[config.mk]
export PLATFORM = sky130hd
export DESIGN_NAME = spec_ctl_unit
export DESIGN_NICKNAME = d
export VERILOG_FILES = /design/src/rtl/spec_ctl_pkg.sv /design/src/rtl/spec_ctl_decode.sv /design/src/rtl/spec_ctl_seq.sv /design/src/rtl/spec_ctl_regs.sv /design/src/rtl/spec_ctl_unit.sv
export SDC_FILE = /design/constraint.sdc
export NUM_CORES = 1
export LEC_CHECK = 0
export CORE_MARGIN = 4
export CORE_UTILIZATION = 32
export DETAILED_ROUTE_END_ITERATION = 6
export PLACE_DENSITY = 0.94
export SYNTH_ARGS = -nofsm -noshare
export SYNTH_HDL_FRONTEND = slang
export SYNTH_SLANG_ARGS = --single-unit
[constraint.sdc]
create_clock -name clk -period 5.1 [get_ports clk]
set_clock_uncertainty 0.05 [all_clocks]
set_input_delay 1.02 -clock clk [delete_from_list [all_inputs] [get_ports clk]]
set_output_delay 1.02 -clock clk [all_outputs]
set_load 0.02 [all_outputs]
[src/rtl/spec_ctl_pkg.sv]
package spec_ctl_pkg;

    localparam int SC_DW     = 64;
    localparam int SC_CAP_W  = 9;
    localparam int SC_CTRL_W = 3;

    localparam logic [31:0] IDX_CTRL  = 32'h0000_0048;
    localparam logic [31:0] IDX_PRED  = 32'h0000_0049;
    localparam logic [31:0] IDX_CAP   = 32'h0000_010A;
    localparam logic [31:0] IDX_FLUSH = 32'h0000_010B;

    localparam int B_RESTRICT = 0;
    localparam int B_ISOLATE  = 1;
    localparam int B_BYPASS   = 2;
    localparam int B_CMD      = 0;

    typedef enum logic [2:0] {
        TGT_NONE,
        TGT_CTRL,
        TGT_PRED,
        TGT_FLUSH,
        TGT_CAP
    } tgt_e;

    typedef enum logic [1:0] {
        ST_IDLE,
        ST_DRAIN,
        ST_ISSUE,
        ST_RESP
    } seq_e;

    typedef struct packed {
        logic restrict_ok;
        logic isolate_ok;
        logic ssbd_ok;
        logic flush_ok;
    } feat_t;

    typedef struct packed {
        tgt_e                 tgt;
        logic                 err;
        logic [SC_CTRL_W-1:0] wval;
        logic [SC_DW-1:0]     rval;
    } dec_t;

    // control bits that can be stored
    function automatic logic [SC_CTRL_W-1:0] ctrl_keep(feat_t f);
        logic [SC_CTRL_W-1:0] r;
        r = '0;
        r[B_RESTRICT] = f.restrict_ok;
        r[B_ISOLATE]  = f.isolate_ok;
        r[B_BYPASS]   = f.ssbd_ok;
        return r;
    endfunction

    // control bits silently dropped instead of faulting
    function automatic logic [SC_CTRL_W-1:0] ctrl_drop(feat_t f);
        logic [SC_CTRL_W-1:0] r;
        r = '0;
        r[B_ISOLATE] = !f.isolate_ok;
        return r;
    endfunction

    function automatic logic ctrl_present(feat_t f);
        return f.restrict_ok | f.isolate_ok | f.ssbd_ok;
    endfunction

endpackage

[src/rtl/spec_ctl_decode.sv]
module spec_ctl_decode
    import spec_ctl_pkg::*;
#(
    parameter int IDX_W = 32
) (
    input  logic [IDX_W-1:0]     idx_i,
    input  logic                 wr_i,
    input  logic [SC_DW-1:0]     wdata_i,
    input  feat_t                feat_i,
    input  logic [SC_CAP_W-1:0]  cap_i,
    input  logic [SC_CTRL_W-1:0] ctrl_i,
    output dec_t                 dec_o
);

    localparam logic [IDX_W-1:0] I_CTRL  = IDX_W'(IDX_CTRL);
    localparam logic [IDX_W-1:0] I_PRED  = IDX_W'(IDX_PRED);
    localparam logic [IDX_W-1:0] I_CAP   = IDX_W'(IDX_CAP);
    localparam logic [IDX_W-1:0] I_FLUSH = IDX_W'(IDX_FLUSH);
    localparam int               HI_W    = SC_DW - SC_CTRL_W;

    logic [SC_CTRL_W-1:0] keep;
    logic [SC_DW-1:0]     rsv;
    logic                 cmd_upper;

    always_comb begin
        keep      = ctrl_keep(feat_i);
        rsv       = ~{{HI_W{1'b0}}, keep | ctrl_drop(feat_i)};
        cmd_upper = |wdata_i[SC_DW-1:1];

        dec_o      = '0;
        dec_o.tgt  = TGT_NONE;
        dec_o.err  = 1'b1;

        case (idx_i)
            I_CTRL: begin
                if (ctrl_present(feat_i)) begin
                    dec_o.tgt  = TGT_CTRL;
                    dec_o.err  = wr_i && (|(wdata_i & rsv));
                    dec_o.wval = wdata_i[SC_CTRL_W-1:0] & keep;
                    dec_o.rval = SC_DW'(ctrl_i);
                end
            end
            I_PRED: begin
                if (feat_i.restrict_ok) begin
                    dec_o.tgt  = TGT_PRED;
                    dec_o.err  = !wr_i || cmd_upper;
                    dec_o.wval = SC_CTRL_W'(wdata_i[B_CMD]);
                end
            end
            I_FLUSH: begin
                if (feat_i.flush_ok) begin
                    dec_o.tgt  = TGT_FLUSH;
                    dec_o.err  = !wr_i || cmd_upper;
                    dec_o.wval = SC_CTRL_W'(wdata_i[B_CMD]);
                end
            end
            I_CAP: begin
                dec_o.tgt  = TGT_CAP;
                dec_o.err  = wr_i;
                dec_o.rval = SC_DW'(cap_i);
            end
            default: ;
        endcase

        if (dec_o.err || wr_i) begin
            dec_o.rval = '0;
        end
    end

endmodule

[src/rtl/spec_ctl_seq.sv]
module spec_ctl_seq
    import spec_ctl_pkg::*;
(
    input  logic             clk,
    input  logic             rst,
    input  logic             init_i,
    input  logic             req_i,
    input  logic             wr_i,
    input  dec_t             dec_i,
    input  logic             drained_i,
    output dec_t             held_o,
    output logic             apply_o,
    output logic             ack_o,
    output logic             err_o,
    output logic [SC_DW-1:0] rdata_o
);

    seq_e state;
    dec_t held;

    always_ff @(posedge clk) begin
        if (rst) begin
            state <= ST_IDLE;
            held  <= '0;
        end else if (init_i) begin
            state <= ST_IDLE;
        end else begin
            case (state)
                ST_IDLE: begin
                    if (req_i) begin
                        held  <= dec_i;
                        state <= wr_i ? ST_DRAIN : ST_RESP;
                    end
                end
                ST_DRAIN: begin
                    if (drained_i) begin
                        state <= ST_ISSUE;
                    end
                end
                ST_ISSUE: state <= ST_RESP;
                default:  state <= ST_IDLE;
            endcase
        end
    end

    assign apply_o = (state == ST_DRAIN) && drained_i && !init_i;
    assign ack_o   = (state == ST_RESP);
    assign err_o   = ack_o && held.err;
    assign rdata_o = ack_o ? held.rval : '0;
    assign held_o  = held;

    AST_ACK_SINGLE: assert property (@(posedge clk) disable iff (rst)
        ack_o |=> !ack_o) else $error("ack held twice");

endmodule

[src/rtl/spec_ctl_regs.sv]
module spec_ctl_regs
    import spec_ctl_pkg::*;
(
    input  logic                 clk,
    input  logic                 rst,
    input  logic                 apply_i,
    input  tgt_e                 tgt_i,
    input  logic                 err_i,
    input  logic [SC_CTRL_W-1:0] wval_i,
    input  feat_t                feat_i,
    input  logic                 enclave_i,
    input  logic                 smm_i,
    output logic [SC_CTRL_W-1:0] ctrl_o,
    output logic                 bypass_o,
    output logic                 barrier_o,
    output logic                 flush_o
);

    logic [SC_CTRL_W-1:0] ctrl_q;
    logic                 barrier_q;
    logic                 flush_q;
    logic                 ok;

    assign ok = apply_i && !err_i;

    always_ff @(posedge clk) begin
        if (rst) begin
            ctrl_q    <= '0;
            barrier_q <= 1'b0;
            flush_q   <= 1'b0;
        end else begin
            barrier_q <= ok && (tgt_i == TGT_PRED)  && wval_i[B_CMD];
            flush_q   <= ok && (tgt_i == TGT_FLUSH) && wval_i[B_CMD];
            if (ok && (tgt_i == TGT_CTRL)) begin
                ctrl_q <= wval_i;
            end
        end
    end

    assign ctrl_o    = ctrl_q;
    assign bypass_o  = ctrl_q[B_BYPASS] | enclave_i | smm_i;
    assign barrier_o = barrier_q;
    assign flush_o   = flush_q;

    AST_FAULT_KEEPS: assert property (@(posedge clk) disable iff (rst)
        (apply_i && err_i) |=> $stable(ctrl_q)) else $error("fault changed state");
    AST_ISO_MASKED: assert property (@(posedge clk) disable iff (rst)
        $rose(ctrl_q[B_ISOLATE]) |-> feat_i.isolate_ok) else $error("isolation bit stored");
    AST_RESTRICT_GATED: assert property (@(posedge clk) disable iff (rst)
        $rose(ctrl_q[B_RESTRICT]) |-> feat_i.restrict_ok) else $error("restrict bit stored");
    AST_BARRIER_ONE: assert property (@(posedge clk) disable iff (rst)
        barrier_q |=> !barrier_q) else $error("barrier pulse too long");
    AST_FLUSH_ONE: assert property (@(posedge clk) disable iff (rst)
        flush_q |=> !flush_q) else $error("flush pulse too long");

endmodule

[src/rtl/spec_ctl_unit.sv]
module spec_ctl_unit
    import spec_ctl_pkg::*;
#(
    parameter int IDX_W = 32
) (
    input  logic                clk,
    input  logic                rst,
    input  logic                init_i,
    input  logic                feat_restrict_i,
    input  logic                feat_isolate_i,
    input  logic                feat_ssbd_i,
    input  logic                feat_flush_i,
    input  logic [SC_CAP_W-1:0] cap_strap_i,
    input  logic                enclave_i,
    input  logic                smm_i,
    input  logic                req_i,
    input  logic                req_wr_i,
    input  logic [IDX_W-1:0]    req_idx_i,
    input  logic [SC_DW-1:0]    req_wdata_i,
    input  logic                drained_i,
    output logic                ack_o,
    output logic                err_o,
    output logic [SC_DW-1:0]    rdata_o,
    output logic                restrict_o,
    output logic                isolate_o,
    output logic                bypass_block_o,
    output logic                barrier_pulse_o,
    output logic                flush_pulse_o
);

    feat_t                feat;
    dec_t                 dec;
    dec_t                 held;
    logic                 apply;
    logic [SC_CTRL_W-1:0] ctrl;

    assign feat.restrict_ok = feat_restrict_i;
    assign feat.isolate_ok  = feat_isolate_i;
    assign feat.ssbd_ok     = feat_ssbd_i;
    assign feat.flush_ok    = feat_flush_i;

    spec_ctl_decode #(.IDX_W(IDX_W)) u_dec (
        .idx_i   (req_idx_i),
        .wr_i    (req_wr_i),
        .wdata_i (req_wdata_i),
        .feat_i  (feat),
        .cap_i   (cap_strap_i),
        .ctrl_i  (ctrl),
        .dec_o   (dec)
    );

    spec_ctl_seq u_seq (
        .clk       (clk),
        .rst       (rst),
        .init_i    (init_i),
        .req_i     (req_i),
        .wr_i      (req_wr_i),
        .dec_i     (dec),
        .drained_i (drained_i),
        .held_o    (held),
        .apply_o   (apply),
        .ack_o     (ack_o),
        .err_o     (err_o),
        .rdata_o   (rdata_o)
    );

    spec_ctl_regs u_regs (
        .clk       (clk),
        .rst       (rst),
        .apply_i   (apply),
        .tgt_i     (held.tgt),
        .err_i     (held.err),
        .wval_i    (held.wval),
        .feat_i    (feat),
        .enclave_i (enclave_i),
        .smm_i     (smm_i),
        .ctrl_o    (ctrl),
        .bypass_o  (bypass_block_o),
        .barrier_o (barrier_pulse_o),
        .flush_o   (flush_pulse_o)
    );

    assign restrict_o = ctrl[B_RESTRICT];
    assign isolate_o  = ctrl[B_ISOLATE];

    AST_FORCE_BYPASS: assert property (@(posedge clk) disable iff (rst)
        (enclave_i || smm_i) |-> bypass_block_o) else $error("bypass not forced");
    AST_BARRIER_DRAINED: assert property (@(posedge clk) disable iff (rst)
        barrier_pulse_o |-> $past(drained_i)) else $error("barrier before drain");
    AST_FLUSH_DRAINED: assert property (@(posedge clk) disable iff (rst)
        flush_pulse_o |-> $past(drained_i)) else $error("flush before drain");
    AST_ACK_AFTER_PULSE: assert property (@(posedge clk) disable iff (rst)
        ((barrier_pulse_o || flush_pulse_o) && !init_i) |=> ack_o) else $error("no ack after pulse");

endmodule

Word-level counts from Yosys, hierarchy flattened:

Cells that the tools add are included.
W data, S select, Z words.

* logic and storage cells: 63
* output and inout bits: 71
* bits of input ports: 117
* flip-flop bits (word level): 78

* reductions and logical operators: 22
* bitwise gates (word level): 9
* muxes and demuxes: 12
* equality and inequality tests: 12

Operators with widths (number)
* $mux W64: 2
* $pmux W64 S2: 1
* $mux W69: 1
* $and A64 B64 Y64: 1
* $eq A32 B7 Y1 const B: 2
* $eq A32 B9 Y1 const B: 2
* $not A3 Y64: 1
* $reduce_or A64 Y1: 1
* $reduce_or A63 Y1: 1
* $pmux W4 S4: 1
* $mux W6: 2
* $logic_and A1 B1 Y1: 10
* $pmux W3 S3: 1
* $eq A3 B2 Y1 const B: 2
* $mux W2: 3
* $pmux W2 S3: 1
* $eq A2 B2 Y1 const B: 2
* $logic_not A1 Y1: 4
* $ne A2 B2 Y1 const B: 2
* $or A1 B1 Y1: 4
* $and A3 B3 Y3: 1
* $eq A3 B1 Y1 const B: 1
* $or A3 B2 Y3: 1
* $reduce_and A3 Y1: 1
* 6 further kinds: 7

Depth between registers and ports, before layout:

Gate-level depths: netlist (run 1).

* depth in word-level cells: 10
* gate-level depth with buffers: 8

Modules after synthesis:

Synthesis (run 1) repeated with hierarchy kept, for this count alone.

* cells, all modules: 557
* area, all modules: 4260.3 µm²

Modules (own cells, without submodules)
* spec_ctl_seq: cells each 402, times used 1, area each 3093.0 µm²
* spec_ctl_decode: cells each 135, times used 1, area each 944.7 µm²
* spec_ctl_regs: cells each 20, times used 1, area each 222.7 µm²

Least setup slack after synthesis (run 1):

No wires, ideal clock.

* kind: input port to output port
* from: input enclave_i
* to: output bypass_block_o
* required time: 4030 ps
* stages: 1
* path slack: 2573 ps
* path buffers: 0
* arrival: 1457 ps
* cells stage by stage: or3_1

* cells in the longest elaborated chain, start to end: 2

RTL lines
* start, declared: RTL line spec_ctl_unit.sv:14 `input logic enclave_i,`
* $or A1 B1 Y1 (2 in a row): RTL line spec_ctl_regs.sv:41 `assign bypass_o = ctrl_q[B_BYPASS] | enclave_i | smm_i;`
* end, declared: RTL line spec_ctl_unit.sv:26 `output logic bypass_block_o,`

Every way passes these cells.

Final worst setup path (run 1):

Same ends and word-level chain as after synthesis.

==> results_tabular.tex, run 1 <==
\begin{tabular}{lr}
\hline
Metric & Value \\
\hline
\multicolumn{2}{l}{\textbf{Run status}} \\
Status & finished clean \\
\multicolumn{2}{l}{\textbf{Clocking}} \\
CTS root buf & clkbuf\_8 \\
Clk Latency, worst-skew pair & 0.26 ns \\
Post-CTS Repair Setup Buffers & 0 \\
Number of H-tree levels & 1 \\
Post-CTS Hold Fix Bufs & 0 \\
Number of clock buffers inserted by TritonCTS & 3 \\
CTS max path bufs & 2 \\
TritonCTS clock tree & done \\
Resize count post-CTS & 0 \\
Clock sink count & 23 \\
Clock-pin slew on the worst setup and hold paths & $\sim$0.08 ns \\
\multicolumn{2}{l}{\textbf{Timing}} \\
Hold Violations, Final & 0 \\
Remaining max-slew budget at the tightest pin & 52.57\% \\
Count of endpoints failing setup in the final report & 0 \\
Max-slew violation count & 0 \\
Maximum frequency from static timing analysis & about 300 MHz \\
Final critical delay including setup and external delays & between 3 and 4 ns \\
Worst slew pin tran & 0.7016 ns \\
Setup repair after global routing missed its margin & false \\
Total Negative Setup Slacks & 0 ns \\
Period utilisation layout & around two thirds \\
Worst-case setup margin in the final layout & around 1.7 ns \\
\multicolumn{2}{l}{\textbf{Finish}} \\
Post-layout util & between 50\% and 60\% \\
Layout cells sized above 1 & about 1.7\% \\
Nets & 485 \\
Area growth from synthesis to final layout & 66.85\% \\
Final cell count without fillers & about 430 \\
Final cell area excluding filler cells & a little over 3000 sq um \\
Antenna Cells & 0 \\
\multicolumn{2}{l}{\textbf{Global route}} \\
Antenna violations before repair & 0 \\
Maximum number of pins on one net before global-route repair & 18 \\
Total congestion overflow after global routing & 0 \\
Vias in the first global route & 2023 \\
Global-route wire length before repair & just under 10000 um \\
Combined global-route utilization of all metal layers & 17.03\% \\
\multicolumn{2}{l}{\textbf{Synthesis}} \\
Number of unique standard cell types used by synthesis & 38 \\
Largest cells by area after synthesis & dfxtp\_1 (25\%), buf\_4 (23\%), nor4\_1 (7.2\%), nand2\_1 (3.5\%), and2\_1 (3.4\%) \\
Share of the synthesized area in the top cell type & between 20\% and 30\% \\
Number of warnings printed during yosys synthesis & 0 \\
Cell area after synthesis & about 1800 sq um \\
Fraction of the yosys area taken by sequential cells & between 20\% and 30\% \\
Async set-or-reset flop fraction in the synthesized netlist & 0\% \\
Mean cell area of the mapped netlist & between 7 and 8 sq um \\
Register bit count reported by yosys & 23 \\
Cell count after synthesis & $\sim$230 \\
Yosys top cell by area & dfxtp\_1 \\
Dominant register cell in the synthesized netlist & dfxtp\_1 \\
Count of flip-flops with a built-in enable after synthesis & 0 \\
\multicolumn{2}{l}{\textbf{Setup path}} \\
Dominant cell type by count on the critical path & clkdlybuf4s50\_1 \\
Buf/Inv on CP & 2 \\
Critical Path Start Type & primary input \\
Required time of the critical path & a little over 4 ns \\
CP arrival & around 2.3 ns \\
Largest driver fanout on the critical path & 1 \\
Worst stage delay on the critical path & 0.54 ns \\
Type of the worst setup path & primary input to primary output \\
Critical-path top delay cell & clkdlybuf4s50\_1 \\
Critical-path cell list & clkdlybuf4s50\_1 > or3\_1 > clkdlybuf4s50\_1 \\
Crit. End Element & primary output \\
Family with the most delay on the worst path & buffers and inverters \\
\multicolumn{2}{l}{\textbf{Placed design}} \\
Detailed placer's ending HPWL & around 5600 um \\
Number of input and output port buffers inserted & roughly 130 \\
Worst setup slack before clock tree synthesis & roughly 1.7 ns \\
Cell Area, Placed & about 3000 sq um \\
Final estimated routing congestion in global placement & a little over 0.8 \\
Placed insts & between 400 and 500 \\
\multicolumn{2}{l}{\textbf{Routing}} \\
Violation count after the first detailed-routing iteration & roughly 100 \\
Antenna-violating nets left & 0 \\
DR pass1 iterations & 4 \\
Detailed-route via count & around 2000 \\
Vias/cell & 4.668 \\
Routed length per placed instance & 14.71 um \\
Sum of routed wire length over all layers & about 6400 um \\
DRC violation count after routing & 0 \\
\multicolumn{2}{l}{\textbf{Power}} \\
Largest voltage drop on the vdd net & just under 100 uV \\
P\_leak & between 1 and 1.5 nW \\
P per Cell Area & approximately 150 nW/um\^{}2 \\
\multicolumn{2}{l}{\textbf{Floorplan}} \\
Die area & 6994 sq um \\
Die width & around 84 um \\
Height of the die & about 84 um \\
Core ar. & 5540 sq um \\
Total number of placement rows & 27 \\
Effective utilization at floorplan & 33.04\% \\
I/O pin cnt & approximately 190 \\
\multicolumn{2}{l}{\textbf{Hold path}} \\
Kind of path behind the tightest hold check & flip-flop to flip-flop \\
\multicolumn{2}{l}{\textbf{Job}} \\
Total of max-cap violations & 0 \\
\hline
\end{tabular}
## registers in the layout, indices dropped and copies added, names as in the netlist
signal	cells
u_regs.barrier_o	1
u_regs.ctrl_o	3
u_regs.flush_o	1
u_seq.held_o	16
u_seq.state	2
## cells by family after synthesis
family	synth area share, %
fa+ha+maj	3.418
other cells	0.2049
simple gates	33.29
mux	2.187
buf+inv	25.02
flops	25.15
compound gates	10.73
## cell usage in the layout, fill, tap and decap left out, types with 2 or more instances in the layout
| master | Yosys | layout |
|---|---|---|
| dfxtp_1 | 23 | 23 |
| a21oi_1 | 10 | 10 |
| nor4b_1 | 2 | 2 |
| and3b_1 | 2 | 2 |
| nor2_1 | 13 | 13 |
| a22oi_1 | 4 | 4 |
| nand3b_1 | 2 | 2 |
| nor4_1 | 21 | 21 |
| nor3b_1 | 2 | 2 |
| ha_1 | 5 | 5 |
| clkbuf_8 | 0 | 3 |
| and2_1 | 10 | 10 |
| mux2i_1 | 4 | 4 |
| nand2_1 | 17 | 17 |
| inv_1 | 6 | 6 |
| clkdlybuf4s50_1 | 0 | 132 |
| nand4_1 | 6 | 6 |
| nor2b_1 | 4 | 4 |
| nor3_1 | 7 | 7 |
| nand3_1 | 6 | 6 |
| nand2b_1 | 3 | 3 |
| and3_1 | 2 | 2 |
| conb_1 | 1 | 55 |
| o21ai_0 | 3 | 3 |
| a22o_1 | 6 | 6 |
## where the power goes
group,switching (mW),internal [mW]
Sequential,0.00217,0.181
Combinational,0.0761,0.0916
Clock,0.0569,0.0558
## synthesized netlist by cell type (all sizes together), types with 4 or more instances
library cell and instances:
buf 56, dfxtp 23, nor4 22, nand2 17, nor2 13, a21oi 10
and2 10, nor3 8, a22o 6, inv 6, nand3 6, nand4 6
ha 5, a22oi 4, clkbuf 4, mux2i 4, nor2b 4
## per-stage QoR
step	hold WS, ns	power, mW
floorplan	0.3667	0.2833
global placement	0.3798	0.3494
detailed placement	0.3897	0.3529
CTS	0.4110	0.4633
global route	0.4304	0.4853
finish	0.4067	0.4637
## metal layers
| layer | up-vias | track usage [%] | wire length, um |
|---|---|---|---|
| li1 | 981 | - | - |
| met1 | 931 | 18.81 | 2354 |
| met4 | 0 | 3.509 | 63 |
| met5 | - | 0 | 0 |
| met2 | 107 | 32.32 | 3357 |
| met3 | 7 | 4.541 | 609 |
## path summary, 6_finish.rpt
path                    from               to  slack [ns]  depth (start not counted)
max                enclave_i   bypass_block_o        1.73                          3
min          u_seq.held_o[1]  u_seq.held_o[1]        0.41                          2
max reg2reg   u_seq.state[0]  u_seq.held_o[5]        2.96                          6
min reg2reg  u_seq.held_o[1]  u_seq.held_o[1]        0.41                          2
## layout make-up
class                      instances  area, sq um
clock buffer                       4        45.04
fill                             515         2486
inverter                           6        22.52
multi-input combinational        197         1115
sequential                        23        460.4
tap                               72        90.09
timing repair buffer             132         1321
## worst register-to-register path, cell delays in order (launching register included)
cell      delay, ns
dfxtp_1        0.37
inv_1          0.10
ha_1           0.25
nand3b_1       0.30
nor4_4         0.48
and4b_1        0.38
a22o_1         0.16
No activity file was read; power rests on OpenSTA's default activity.
==> run 2: changes to the inputs <==
--- a/config.mk
+++ b/config.mk
@@ -6,9 +6,9 @@
 export NUM_CORES = 1
 export LEC_CHECK = 0
 export CORE_MARGIN = 4
-export CORE_UTILIZATION = 32
+export CORE_UTILIZATION = 27
 export DETAILED_ROUTE_END_ITERATION = 6
-export PLACE_DENSITY = 0.94
+export PLACE_DENSITY = 0.85
 export SYNTH_ARGS = -nofsm -noshare
 export SYNTH_HDL_FRONTEND = slang
 export SYNTH_SLANG_ARGS = --single-unit
==> constraint.sdc (replaced) <==
create_clock -name clk -period 2.8 [get_ports clk]
set_clock_uncertainty 0.05 [all_clocks]
set_input_delay 0.56 -clock clk [delete_from_list [all_inputs] [get_ports clk]]
set_output_delay 0.56 -clock clk [all_outputs]
set_load 0.02 [all_outputs]
==> run 2 against run 1 <==
Effect of this change: sequential share of layout area is 0.30 points lower; combinational power rose by 84%; non-clock buffer count grew 7; clock power is 87% higher; die area increased by 17%; global-route usage fell by 1.7 points; worst setup slack worse by 1.4 ns; worst hold slack gained 0.0017 ns; count of clock-buffer cells in the layout is 1 lower; utilization down 6.9 points; sequential cell count unchanged; total power up 84%.
==> results_tabular.tex, run 2 (same netlist as run 1, synthesis figures left out) <==
\begin{tabular}{lr}
\hline
Metric & Value \\
\hline
\multicolumn{2}{l}{\textbf{Run status}} \\
Status & finished clean \\
\multicolumn{2}{l}{\textbf{Floorplan}} \\
Effective utilization at floorplan & 28.34\% (-4.7 points) \\
Core ar. & 6459 sq um (+17\%) \\
Die area & 8161 sq um (+17\%) \\
I/O pin cnt & 188 (unchanged) \\
Die width & 90.34 um (+8.0\%) \\
Total number of placement rows & 29 (+7.4\%) \\
Height of the die & 90.34 um (+8.0\%) \\
\multicolumn{2}{l}{\textbf{Global route}} \\
Maximum number of pins on one net before global-route repair & 15 (-3) \\
Met1 GRT Util & 15.82\% (-3.0 points) \\
Grt met3 use & 3.750\% (-0.79 points) \\
Global-route wire length before repair & 10290 um (+5.7\%) \\
Vias in the first global route & 2118 (+4.7\%) \\
Most used routing layer in global routing & met2 \\
Antenna violations before repair & 0 (unchanged) \\
Combined global-route utilization of all metal layers & 15.33\% (-1.7 points) \\
Total congestion overflow after global routing & 0 (unchanged) \\
Fraction of met2 tracks used by global routing & 31.05\% (-1.3 points) \\
\multicolumn{2}{l}{\textbf{Routing}} \\
Vias/cell & 4.493 (-3.7\%) \\
Detailed-route via count & 2004 (-1.1\%) \\
Antenna-violating nets left & 0 (unchanged) \\
Violation count after the first detailed-routing iteration & 68 (-35\%) \\
DR pass1 iterations & 4 (unchanged) \\
Routed length per placed instance & 14.80 um (+0.62\%) \\
DRC violation count after routing & 0 (unchanged) \\
Sum of routed wire length over all layers & 6601 um (+3.4\%) \\
\multicolumn{2}{l}{\textbf{Clocking}} \\
CTS root buf & clkbuf\_8 \\
CTS max path bufs & 2 (unchanged) \\
TritonCTS clock tree & done \\
Post-CTS Hold Fix Bufs & 0 (unchanged) \\
Number of H-tree levels & 1 (unchanged) \\
Clk Latency, worst-skew pair & 0.27 ns (about the same) \\
Resize count post-CTS & 0 (unchanged) \\
Number of clock buffers inserted by TritonCTS & 3 (unchanged) \\
Post-CTS Repair Setup Buffers & 0 (unchanged) \\
Clock-pin slew on the worst setup and hold paths & 0.09 ns (about the same) \\
Clock sink count & 23 (unchanged) \\
\multicolumn{2}{l}{\textbf{Setup path}} \\
Crit. End Element & primary output \\
Required time of the critical path & 2.19 ns (-1.84 ns) \\
Type of the worst setup path & flip-flop to primary output \\
CP arrival & 1.83 ns (-0.47 ns) \\
Critical-path top delay cell & clkdlybuf4s50\_1 \\
Worst stage delay on the critical path & 0.61 ns (+0.07 ns) \\
Critical-path cell list & ha\_1 > and2\_1 > clkdlybuf4s50\_1 \\
Largest driver fanout on the critical path & 11 (+10) \\
Critical Path Start Type & flip-flop \\
\multicolumn{2}{l}{\textbf{Finish}} \\
Storage element area & 460.4 sq um (unchanged) \\
Area growth from synthesis to final layout & 70.27\% \\
Antenna Cells & 0 (unchanged) \\
Layout fillers & 597 (+16\%) \\
Layout cells sized above 1 & 3.794\% (+2.1 points) \\
Final cell area excluding filler cells & 3117 sq um (+2.0\%) \\
Most common cell after layout, fill and taps aside & clkdlybuf4s50\_1 \\
Final cell count without fillers & 446 (+2.8\%) \\
Multi-input combinational cell area & 1115 sq um (unchanged) \\
Commonest non-fill, non-tap cells in the layout & clkdlybuf4s50\_1 (132), conb\_1 (55), dfxtp\_1 (23) \\
Nets & 492 (+1.4\%) \\
Post-layout util & 48.26\% (-6.9 points) \\
Max reg flops & 16 (unchanged) \\
\multicolumn{2}{l}{\textbf{Timing}} \\
Count of endpoints failing setup in the final report & 0 (unchanged) \\
Tightest hold margin & 0.4084 ns (+0.001659 ns) \\
Maximum frequency from static timing analysis & $\sim$410 MHz \\
Hold Violations, Final & 0 (unchanged) \\
Worst slew pin tran & 0.5786 ns (-0.1230 ns) \\
Total Negative Setup Slacks & 0 ns (unchanged) \\
Remaining max-slew budget at the tightest pin & 61.28\% (+8.7 points) \\
Period utilisation layout & between 80 and 90\% \\
Worst-case setup margin in the final layout & 0.3561 ns (-1.372 ns) \\
Max-slew violation count & 0 (unchanged) \\
Final critical delay including setup and external delays & roughly 2.4 ns \\
Setup repair after global routing missed its margin & false \\
\multicolumn{2}{l}{\textbf{Power}} \\
P per Cell Area & 273.8 nW/um\^{}2 (+80\%) \\
P\_leak & 1.223 nW (+3.0\%) \\
Overall power & 853.5 uW (+84\%) \\
Largest voltage drop on the vdd net & 152.2 uV (+54\%) \\
\multicolumn{2}{l}{\textbf{Placed design}} \\
Worst setup slack before clock tree synthesis & 0.2041 ns (-1.517 ns) \\
Number of input and output port buffers inserted & 132 (unchanged) \\
Detailed placer's ending HPWL & 5918 um (+6.1\%) \\
Cell Area, Placed & 3068 sq um (+2.0\%) \\
Final estimated routing congestion in global placement & 0.8108 (-1.5\%) \\
Placed insts & 442 (+2.8\%) \\
\multicolumn{2}{l}{\textbf{Hold path}} \\
Kind of path behind the tightest hold check & flip-flop to flip-flop \\
\multicolumn{2}{l}{\textbf{Job}} \\
Total of max-cap violations & 0 (unchanged) \\
\hline
\end{tabular}
run 2: path summary, 6_finish.rpt:
check | startpoint | to | slack, ns | depth (start not counted)
setup / recovery | u_seq.state[0] | rdata_o[0] | 0.36 | 3
hold / removal | u_seq.held_o[0] | u_seq.held_o[0] | 0.41 | 2
hold reg to reg | u_seq.held_o[0] | u_seq.held_o[0] | 0.41 | 2
setup reg to reg | u_seq.state[1] | u_seq.held_o[3] | 0.78 | 6
run 2: per-layer routing:
metal,vias up,part of all wire (%)
li1,991,-
met2,98,55
met3,2,8.1
met5,-,0
met4,0,0.35
met1,913,37
run 2: area by class of cell:
cell class	count	area share (%)
Clock buffer	3	1.325
Clock inverter	1	0.2409
Inverter	6	0.7226
Multi-Input combinational cell	197	35.77
Sequential cell	23	14.77
Tap cell	77	3.091
Timing Repair Buffer	139	44.08
run 2: worst max-delay path: cells and delay by family, from the launching register on:
family | cells | cell delay [ns]
and+or+nand+nor | 1 | 0.17
adders and majority gates | 1 | 0.36
buffers and inverters | 1 | 0.61
DFF | 1 | 0.43
run 2: report_power, final:
part	leakage (nW)	internal, mW	switching [mW]
sequential	0.186	0.330	0.00388
clock	0.0217	0.101	0.110
combinational	1.02	0.170	0.139
total	1.22	0.600	0.253
